## config.mk

```make
export PLATFORM = sky130hd
export DESIGN_NAME = evt_irq_ctrl
export DESIGN_NICKNAME = d
export VERILOG_FILES = /design/src/rtl/evt_irq_pkg.sv /design/src/rtl/evt_irq_regport.sv /design/src/rtl/evt_irq_status.sv /design/src/rtl/evt_irq_mask.sv /design/src/rtl/evt_irq_route.sv /design/src/rtl/evt_irq_ctrl.sv
export SDC_FILE = /design/constraint.sdc
export NUM_CORES = 1
export LEC_CHECK = 0
export ABC_AREA = 1
export ABC_CLOCK_PERIOD_IN_PS = 1300
export BUFFER_PORTS_ARGS = -buffer_cell sky130_fd_sc_hd__buf_4
export CELL_PAD_IN_SITES_DETAIL_PLACEMENT = 1
export CELL_PAD_IN_SITES_GLOBAL_PLACEMENT = 2
export CORE_ASPECT_RATIO = 2
export CORE_MARGIN = 3
export CORE_UTILIZATION = 31
export CTS_BUF_LIST = sky130_fd_sc_hd__clkbuf_4 sky130_fd_sc_hd__clkbuf_8 sky130_fd_sc_hd__clkbuf_16
export DETAILED_ROUTE_END_ITERATION = 8
export HOLD_SLACK_MARGIN = 0.15
export PLACE_DENSITY = 0.85
export SYNTH_ARGS = -nofsm -noshare
export SYNTH_HDL_FRONTEND = slang
export SYNTH_SLANG_ARGS = --single-unit
```

## constraint.sdc

```tcl
create_clock -name clk -period 1.3 [get_ports clk]
set_input_delay 0.13 -clock clk [delete_from_list [all_inputs] [get_ports clk]]
set_output_delay 0.13 -clock clk [all_outputs]
set_load 0.05 [all_outputs]
```

## src/rtl/evt_irq_pkg.sv

```systemverilog
package evt_irq_pkg;
  localparam int unsigned DATA_W  = 32;
  localparam int unsigned ADDR_W  = 4;
  localparam int unsigned EVT_NUM = 13;
  localparam int unsigned EVT_LSB = DATA_W - EVT_NUM;

  localparam logic [ADDR_W-1:0] ADR_EVENT = 4'h0;
  localparam logic [ADDR_W-1:0] ADR_MASK  = 4'h1;
  localparam logic [ADDR_W-1:0] ADR_TXCTL = 4'h2;

  // event indices relative to EVT_LSB
  localparam int unsigned EV_UNDERRUN = 0;
  localparam int unsigned EV_RETRY    = 1;
  localparam int unsigned EV_LATECOL  = 2;
  localparam int unsigned EV_BUSERR   = 3;
  localparam int unsigned EV_MII      = 4;
  localparam int unsigned EV_RXBUF    = 5;
  localparam int unsigned EV_RXFRM    = 6;
  localparam int unsigned EV_TXBUF    = 7;
  localparam int unsigned EV_TXFRM    = 8;
  localparam int unsigned EV_GSTOP    = 9;
  localparam int unsigned EV_BABTX    = 10;
  localparam int unsigned EV_BABRX    = 11;
  localparam int unsigned EV_HEART    = 12;

  // which event index feeds a given interrupt line
  function automatic int unsigned line_src(input int unsigned line);
    case (line)
      0:       return EV_TXFRM;
      1:       return EV_TXBUF;
      2:       return EV_UNDERRUN;
      3:       return EV_RETRY;
      4:       return EV_RXFRM;
      5:       return EV_RXBUF;
      6:       return EV_MII;
      7:       return EV_LATECOL;
      8:       return EV_HEART;
      9:       return EV_GSTOP;
      10:      return EV_BUSERR;
      11:      return EV_BABTX;
      default: return EV_BABRX;
    endcase
  endfunction

  // next event state: clear first, then OR in sets so sets win
  function automatic logic [EVT_NUM-1:0] evt_next(
    input logic [EVT_NUM-1:0] cur,
    input logic [EVT_NUM-1:0] clr,
    input logic [EVT_NUM-1:0] set
  );
    return (cur & ~clr) | set;
  endfunction
endpackage

```

## src/rtl/evt_irq_regport.sv

```systemverilog
module evt_irq_regport
  import evt_irq_pkg::*;
#(
  parameter int unsigned DW = DATA_W,
  parameter int unsigned AW = ADDR_W,
  parameter int unsigned NE = EVT_NUM
) (
  input  logic          clk,
  input  logic          rst_n,
  input  logic          soft_rst,
  input  logic          wr,
  input  logic [AW-1:0] addr,
  input  logic [DW-1:0] wdata,
  input  logic [NE-1:0] evt_q,
  input  logic [DW-1:0] mask_q,
  output logic          evt_clr_we,
  output logic [NE-1:0] evt_clr_bits,
  output logic          mask_we,
  output logic          gstop_req,
  output logic [DW-1:0] rdata
);
  localparam int unsigned LSB = DW - NE;

  logic          txctl_we;
  logic [DW-1:0] txctl_q;

  always_comb begin
    evt_clr_we   = wr && (addr == ADR_EVENT);
    mask_we      = wr && (addr == ADR_MASK);
    txctl_we     = wr && (addr == ADR_TXCTL);
    evt_clr_bits = wdata[DW-1:LSB];
    gstop_req    = txctl_we && wdata[0];
  end

  always_ff @(posedge clk or negedge rst_n) begin
    if (!rst_n)        txctl_q <= '0;
    else if (soft_rst) txctl_q <= '0;
    else if (txctl_we) txctl_q <= wdata;
  end

  always_comb begin
    case (addr)
      ADR_EVENT: rdata = {evt_q, {LSB{1'b0}}};
      ADR_MASK:  rdata = mask_q;
      ADR_TXCTL: rdata = txctl_q;
      default:   rdata = '0;
    endcase
  end

  AST_TXCTL_HOLD: assert property (@(posedge clk) disable iff (!rst_n)
    (!txctl_we && !soft_rst) |=> $stable(txctl_q));
  AST_TXCTL_SOFT: assert property (@(posedge clk) disable iff (!rst_n)
    soft_rst |=> (txctl_q == '0));
endmodule

```

## src/rtl/evt_irq_status.sv

```systemverilog
module evt_irq_status
  import evt_irq_pkg::*;
#(
  parameter int unsigned NE = EVT_NUM
) (
  input  logic          clk,
  input  logic          rst_n,
  input  logic          soft_rst,
  input  logic [NE-1:0] set_vec,
  input  logic          clr_we,
  input  logic [NE-1:0] clr_bits,
  output logic [NE-1:0] evt_q
);
  logic [NE-1:0] clr_eff;

  assign clr_eff = clr_we ? clr_bits : '0;

  always_ff @(posedge clk or negedge rst_n) begin
    if (!rst_n)        evt_q <= '0;
    else if (soft_rst) evt_q <= '0;
    else               evt_q <= evt_next(evt_q, clr_eff, set_vec);
  end

  AST_SET_WINS: assert property (@(posedge clk) disable iff (!rst_n)
    !soft_rst |=> ((evt_q & $past(set_vec)) == $past(set_vec)));
  AST_CLEARED: assert property (@(posedge clk) disable iff (!rst_n)
    (clr_we && !soft_rst) |=> ((evt_q & $past(clr_bits) & ~$past(set_vec)) == '0));
  AST_NO_SPURIOUS: assert property (@(posedge clk) disable iff (!rst_n)
    1'b1 |=> ((evt_q & ~$past(evt_q) & ~$past(set_vec)) == '0));
  AST_SOFT_EVT: assert property (@(posedge clk) disable iff (!rst_n)
    soft_rst |=> (evt_q == '0));
endmodule

```

## src/rtl/evt_irq_mask.sv

```systemverilog
module evt_irq_mask
  import evt_irq_pkg::*;
#(
  parameter int unsigned DW = DATA_W
) (
  input  logic          clk,
  input  logic          rst_n,
  input  logic          soft_rst,
  input  logic          we,
  input  logic [DW-1:0] wdata,
  output logic [DW-1:0] mask_q
);
  always_ff @(posedge clk or negedge rst_n) begin
    if (!rst_n)        mask_q <= '0;
    else if (soft_rst) mask_q <= '0;
    else if (we)       mask_q <= wdata;
  end

  AST_MASK_WRITE: assert property (@(posedge clk) disable iff (!rst_n)
    (we && !soft_rst) |=> (mask_q == $past(wdata)));
  AST_MASK_HOLD: assert property (@(posedge clk) disable iff (!rst_n)
    (!we && !soft_rst) |=> $stable(mask_q));
endmodule

```

## src/rtl/evt_irq_route.sv

```systemverilog
module evt_irq_route
  import evt_irq_pkg::*;
#(
  parameter int unsigned NE = EVT_NUM
) (
  input  logic          clk,
  input  logic          rst_n,
  input  logic [NE-1:0] evt_q,
  input  logic [NE-1:0] mask_bits,
  output logic [NE-1:0] irq_q
);
  logic [NE-1:0] active;

  assign active = evt_q & mask_bits;

  for (genvar ln = 0; ln < NE; ln++) begin : g_line
    localparam int unsigned SRC = line_src(ln);
    always_ff @(posedge clk or negedge rst_n) begin
      if (!rst_n) irq_q[ln] <= 1'b0;
      else        irq_q[ln] <= active[SRC];
    end
    AST_LINE_FOLLOWS: assert property (@(posedge clk) disable iff (!rst_n)
      1'b1 |=> (irq_q[ln] == $past(evt_q[SRC] && mask_bits[SRC])));
  end
endmodule

```

## src/rtl/evt_irq_ctrl.sv

```systemverilog
module evt_irq_ctrl
  import evt_irq_pkg::*;
(
  input  logic               clk,
  input  logic               rst_n,
  input  logic               soft_rst_i,
  input  logic [EVT_NUM-1:0] hw_evt_i,
  input  logic               reg_wr_i,
  input  logic [ADDR_W-1:0]  reg_addr_i,
  input  logic [DATA_W-1:0]  reg_wdata_i,
  output logic [DATA_W-1:0]  reg_rdata_o,
  output logic [EVT_NUM-1:0] irq_o
);
  logic [EVT_NUM-1:0] evt_q;
  logic [DATA_W-1:0]  mask_q;
  logic               evt_clr_we;
  logic [EVT_NUM-1:0] evt_clr_bits;
  logic               mask_we;
  logic               gstop_req;
  logic [EVT_NUM-1:0] set_vec;

  assign set_vec = hw_evt_i | (EVT_NUM'(gstop_req) << EV_GSTOP);

  evt_irq_regport u_port (
    .clk(clk), .rst_n(rst_n), .soft_rst(soft_rst_i),
    .wr(reg_wr_i), .addr(reg_addr_i), .wdata(reg_wdata_i),
    .evt_q(evt_q), .mask_q(mask_q),
    .evt_clr_we(evt_clr_we), .evt_clr_bits(evt_clr_bits),
    .mask_we(mask_we), .gstop_req(gstop_req), .rdata(reg_rdata_o)
  );

  evt_irq_status u_status (
    .clk(clk), .rst_n(rst_n), .soft_rst(soft_rst_i),
    .set_vec(set_vec), .clr_we(evt_clr_we), .clr_bits(evt_clr_bits),
    .evt_q(evt_q)
  );

  evt_irq_mask u_mask (
    .clk(clk), .rst_n(rst_n), .soft_rst(soft_rst_i),
    .we(mask_we), .wdata(reg_wdata_i), .mask_q(mask_q)
  );

  evt_irq_route u_route (
    .clk(clk), .rst_n(rst_n), .evt_q(evt_q),
    .mask_bits(mask_q[DATA_W-1:EVT_LSB]), .irq_q(irq_o)
  );

  AST_GSTOP_SETS: assert property (@(posedge clk) disable iff (!rst_n)
    (reg_wr_i && reg_addr_i == ADR_TXCTL && reg_wdata_i[0] && !soft_rst_i)
    |=> evt_q[EV_GSTOP]);

  always_comb begin
    if (rst_n && reg_addr_i == ADR_EVENT)
      AST_LOW_ZERO: assert (reg_rdata_o[EVT_LSB-1:0] == '0);
  end
endmodule

```

After elaboration in Yosys (flattened, before gate mapping)
Index checks and enable logic that the tools add are counted.

storage, ports and cells
  output and inout bits = 45
  register bits = 90
  bits of input ports = 53

operators by class
  muxes and demuxes = 7
  equal/unequal tests = 2
  reductions and logical operators = 7
  bitwise gates (word level) = 5

operator list
  cell                                                                   number
  32-bit two-way mux                                                     4
  32-bit one-hot mux with 3 select lines                                 1
  13-bit AND                                                             2
  13-bit two-way mux                                                     2
  13-bit NOT                                                             1
  13-bit by 10-bit bitwise OR with 13-bit output                         1
  13-bit bitwise OR                                                      1
  4-bit by 1-bit equality test with 1-bit output, second input constant  1
  4-bit by 2-bit equality test with 1-bit output, second input constant  1
  1-bit logical AND                                                      4
  4-bit logical NOT                                                      1
  2-bit nonzero test                                                     2

Depth between registers and ports, before layout
  word-level depth = 7
  mapped depth = 7
  gate-level depth less buffers = 6

By module
A second synthesis with hierarchy kept.

unflattened totals
  cells, all modules = 544
  area, all modules = 4419.2 um2

by module, submodules not included
  module           cells each  seq. area each (um2)  area an instance (um2)  instances
  evt_irq_regport  295         800.8                 2073.2                  1
  evt_irq_mask     140         800.8                 1351.3                  1
  evt_irq_status   67          325.3                 560.5                   1
  evt_irq_route    39          325.3                 422.9                   1
  evt_irq_ctrl     3           0.0                   11.3                    1

Least setup slack after synthesis
Ideal clock, no wire load.

  path kind = input port to output port
  start point = input reg_addr_i[2]
  end point = output reg_rdata_o[0]
  path buffers = 1
  slack = -0.042 ns
  arrival time = 1.212 ns
  stages = 5
  cells stage by stage = inv_2 > nand2_2 > nor3_4 > clkbuf_1 > a22o_1

between the ends
  cells in the longest elaborated chain, start to end = 2
  elaborated cells between the ends (all ways) = 4
  those cells by class = 2 x eq/ne; 1 x mux; 1 x reduce/logical

ends and longest elaborated chain
  item                                                                    line                   source
  from (decl)                                                             evt_irq_ctrl.sv:9      input logic [ADDR_W-1:0] reg_addr_i,
  4-bit by 2-bit equality test with 1-bit output (tied with other cells)  evt_irq_regport.sv:42  case (addr)
  32-bit one-hot mux with 3 select lines *                                evt_irq_regport.sv:42
  to (decl)                                                               evt_irq_ctrl.sv:11     output logic [DATA_W-1:0] reg_rdata_o,

Mark *: on every way between the ends. The rest lies on a longest branch, timed or not.

Worst setup path in the final report
  start point = input reg_addr_i[2]
  end point = output reg_rdata_o[13]

Same word-level chain as after synthesis.

==> results by group <==
Synth
  • YS warnings: 0
  • Async S/R FF share, synth: 1.00
  • Post-synthesis average cell area: 8.77 um^2
  • Most frequent cell after synthesis: nand2_1
  • Post-Synth Adder-Cell Area: 0
  • Main synth FF type: dfrtp_1
  • Mapped Cells: 450
  • Largest family of logic cells by synthesized area: simple AND/OR/NAND/NOR gates
  • Register area share after synthesis: 0.571
  • Synth area leader: dfrtp_1
  • Mux share of post-synthesis cell area: 0
  • Synth Register Bits: 90
  • Simple-Gate Fraction of Synth Area: 0.223
  • Top-area cell type share of the netlist area: 0.571
  • Synth Cell Area: 3950 um^2
  • Post-synth EDFFs: 0
  • Xor-xnor portion of the synthesized cell area: 0
  • Distinct cells, synth: 16
  • Compound-Gate Fraction of Synth Area: 0.140
  • Syn nets: 503
  • Synth area leaders: dfrtp_1, nand2_1, nand3_1
  • Commonest cells in the netlist: nand2_1, dfrtp_1, nand3_1, o21ai_1, inv_1

Clocking
  • CTS clk-pin slew, worst paths: 0.06 ns
  • CTS Buf Count: 9
  • Clk_lat worst skew: 0.33 ns
  • CTS root buf: clkbuf_16
  • Total clock sinks: 90
  • TritonCTS clock tree: yes
  • Max Root-Sink Buffers: 2
  • H-tree levels: 3

Power
  • Total Power: 0.00644 W
  • Power density cells: 1010 nW/um^2
  • Sw frac: 0.227
  • Switching power: 0.00146 W
  • Seq pwr share: 0.450
  • Int Pwr: 0.00498 W
  • Clock power frac: 0.440
  • Power share of the combinational group: 0.111
  • Max rail drop VDD: 0.772 mV
  • LEAKAGE: 3.21 nW

Cells and area
  • Filler cell count: 1371
  • Share of layout cells above drive strength 1: 0.318
  • Ant diodes: 0
  • Final std cells w/o fill: 754
  • Syn-to-layout area delta: 61.5%
  • Nets: 655
  • Final Cell Area: 6370 um^2

Timing
  • RSZ-0062 raised after global routing: true
  • Final setup vio count: 8
  • Max-slew violations: 0
  • Final Hold Fails: 0
  • Tightest Pin Transition: 0.523 ns
  • Post-route minimum period: 1.31 ns
  • Setup Skew: 0.00587 ns
  • F_max: 761 MHz
  • Worst relative slew slack: 0.651
  • Final period util: 1.01
  • Setup TNS: -0.0623 ns
  • Final WS setup: -0.0149 ns

Global route
  • Pin count of the biggest net entering global routing: 91
  • Tot GR Track Use: 0.186
  • Global-route wire length before repair: 20.5 mm
  • Vias in the first global route: 4095
  • Gr ovfl total: 0
  • Initial antenna violation count: 0

Setup path
  • Critical Path Most Common Cell: buf_6
  • Worst path top cell family by delay: buffers and inverters
  • CP Class: in2out
  • Crit Path Max Fanout: 7
  • Worst Path Arrival: 1.18 ns
  • WP buf/inv: 5
  • Worst path required time: 1.17 ns
  • Critical path, cell by cell: buf_6 -> inv_2 -> nand2_4 -> nor3_4 -> buf_6 -> clkbuf_16 -> a22o_2 -> buf_6
  • Slowest cell delay on critical path: 0.19 ns
  • Worst path slowest cell: buf_6
  • Worst Setup End Kind: primary output
  • Startpoint types: input port

Drt
  • Drt first pass iters: 4
  • Detailed Route WL: 13.3 mm
  • Vias: 3802
  • Residual DRC count: 0
  • Detailed Route Iter0 Violations: 158
  • Routed WL per cell: 17.7 um
  • Antenna viol nets, final: 0
  • Routed vias/inst: 5.04

Status
  • Outcome: finished, violations left
  • Failing checks: setup timing

Floorplan
  • Row count: 57
  • Core area: 12300 um^2
  • I/O pins: 98
  • Die H: 166 um
  • Die ar.: 14200 um^2
  • Initial Util: 0.322
  • Die extent in x: 85.8 um

Placement
  • Cell Area, Placed: 5050 um^2
  • DP Wirelength: 8.17 mm
  • Routability cong.: 0.748
  • Post-Place Cells: 682
  • PortBufs: 97

Hold path
  • Hold crit path type: in2reg

Flow run
  • Max-cap viol count: 0
-- layout make-up --
type | count | area, um^2 | area share
clock buffers | 12 | 254 | 0.0399
clock inverters | 4 | 75.1 | 0.0118
inverters | 33 | 129 | 0.0202
multi-input cells | 296 | 1650 | 0.259
flip-flops and latches | 90 | 2250 | 0.353
well taps | 147 | 184 | 0.0289
repair buffers | 172 | 1830 | 0.287
-- repair_timing --
action                                  in CTS  in global routing
resized for setup                            8                 88
gates cloned                                 1                  4
endpoints found under the hold margin      167                  0
endpoints found under the setup margin      22                 32
buffers inserted                             3                  1
hold buffers                                47                  0
pin swaps                                    1                  5
-- through the flow --
stage                     hold slack, ns  worst slack (ns)  utilization
final                              0.178           -0.0149        0.519
after global routing               0.208           -0.0614        0.519
after CTS                          0.168           -0.0197        0.484
after detailed placement           0.223           -0.0497        0.412
after global placement             0.213           -0.0741        0.412
after floorplan                   -0.166            0.0848            -
-- power groups by stage --
stage / logic [W] / registers [W] / clock network, W
finish: 0.000712 / 0.00290 / 0.00284
detailed placement: 0.000539 / 0.00294 / 0
CTS: 0.000668 / 0.00289 / 0.00291
global route: 0.000780 / 0.00290 / 0.00302
global placement: 0.000526 / 0.00294 / 0
floorplan: 0.000216 / 0.00294 / 0
-- cells in the final DEF (no fill, tap or decap), types with 6 or more instances in the layout --
cell	synthesis	final
nand2_2	3	11
buf_8	0	26
buf_4	0	74
clkbuf_16	0	12
nand3_2	0	12
buf_6	0	13
dlygate4sd3_1	0	47
nand3_1	77	64
a22o_2	0	6
nand2_1	112	102
inv_1	29	28
dfrtp_1	90	90
a21oi_1	13	13
o21ai_1	64	64
a22o_4	0	11
buf_12	0	8
-- state kept, by name (all words and copies together) (netlist names) --
| name | count |
|---|---|
| u_status.evt_q | 13 |
| u_mask.mask_q | 32 |
| u_route.irq_q | 13 |
| u_port.txctl_q | 32 |
-- worst paths after layout --
check | from | to | slack (ns) | cells past startpoint
max | reg_addr_i[2] | reg_rdata_o[13] | -0.01 | 8
min | reg_addr_i[0] | u_port.txctl_q[0]$_DFFE_PN0P_ | 0.18 | 4
max in group asynchronous | rst_n | u_status.evt_q[5]$_DFF_PN0_ | 0.51 | 3
min reg2reg | u_status.evt_q[2]$_DFF_PN0_ | u_route.irq_q[7]$_DFF_PN0_ | 0.50 | 2
min in group asynchronous | rst_n | u_mask.mask_q[8]$_DFFE_PN0P_ | 0.36 | 3
max reg2reg | u_port.txctl_q[27]$_DFFE_PN0P_ | u_port.txctl_q[27]$_DFFE_PN0P_ | 0.60 | 2
-- metal layers --
layer  share of wire  track usage  vias up
li1                -            -     1813
met1            0.37        0.203     1902
met2            0.58        0.356       75
met3           0.031       0.0303       12
met4           0.016       0.0627        0
met5               0            0        -
-- kinds of logic (layout without fill, tap and decap cells) --
family / after synthesis / count (layout)
and+or+nand+nor: 200 / 200
AOI/OAI and AO/OA: 96 / 96
DFF: 90 / 90
buffers and inverters: 64 / 221
-- worst register-to-register path: cells and delay by family (launching register included) --
kind	cells	cell delay [ns]
AO/OA/AOI/OAI	1	0.07
flip-flops	1	0.41
AND/OR/NAND/NOR	1	0.10
Note: power is estimated with default switching activity, not from simulation.
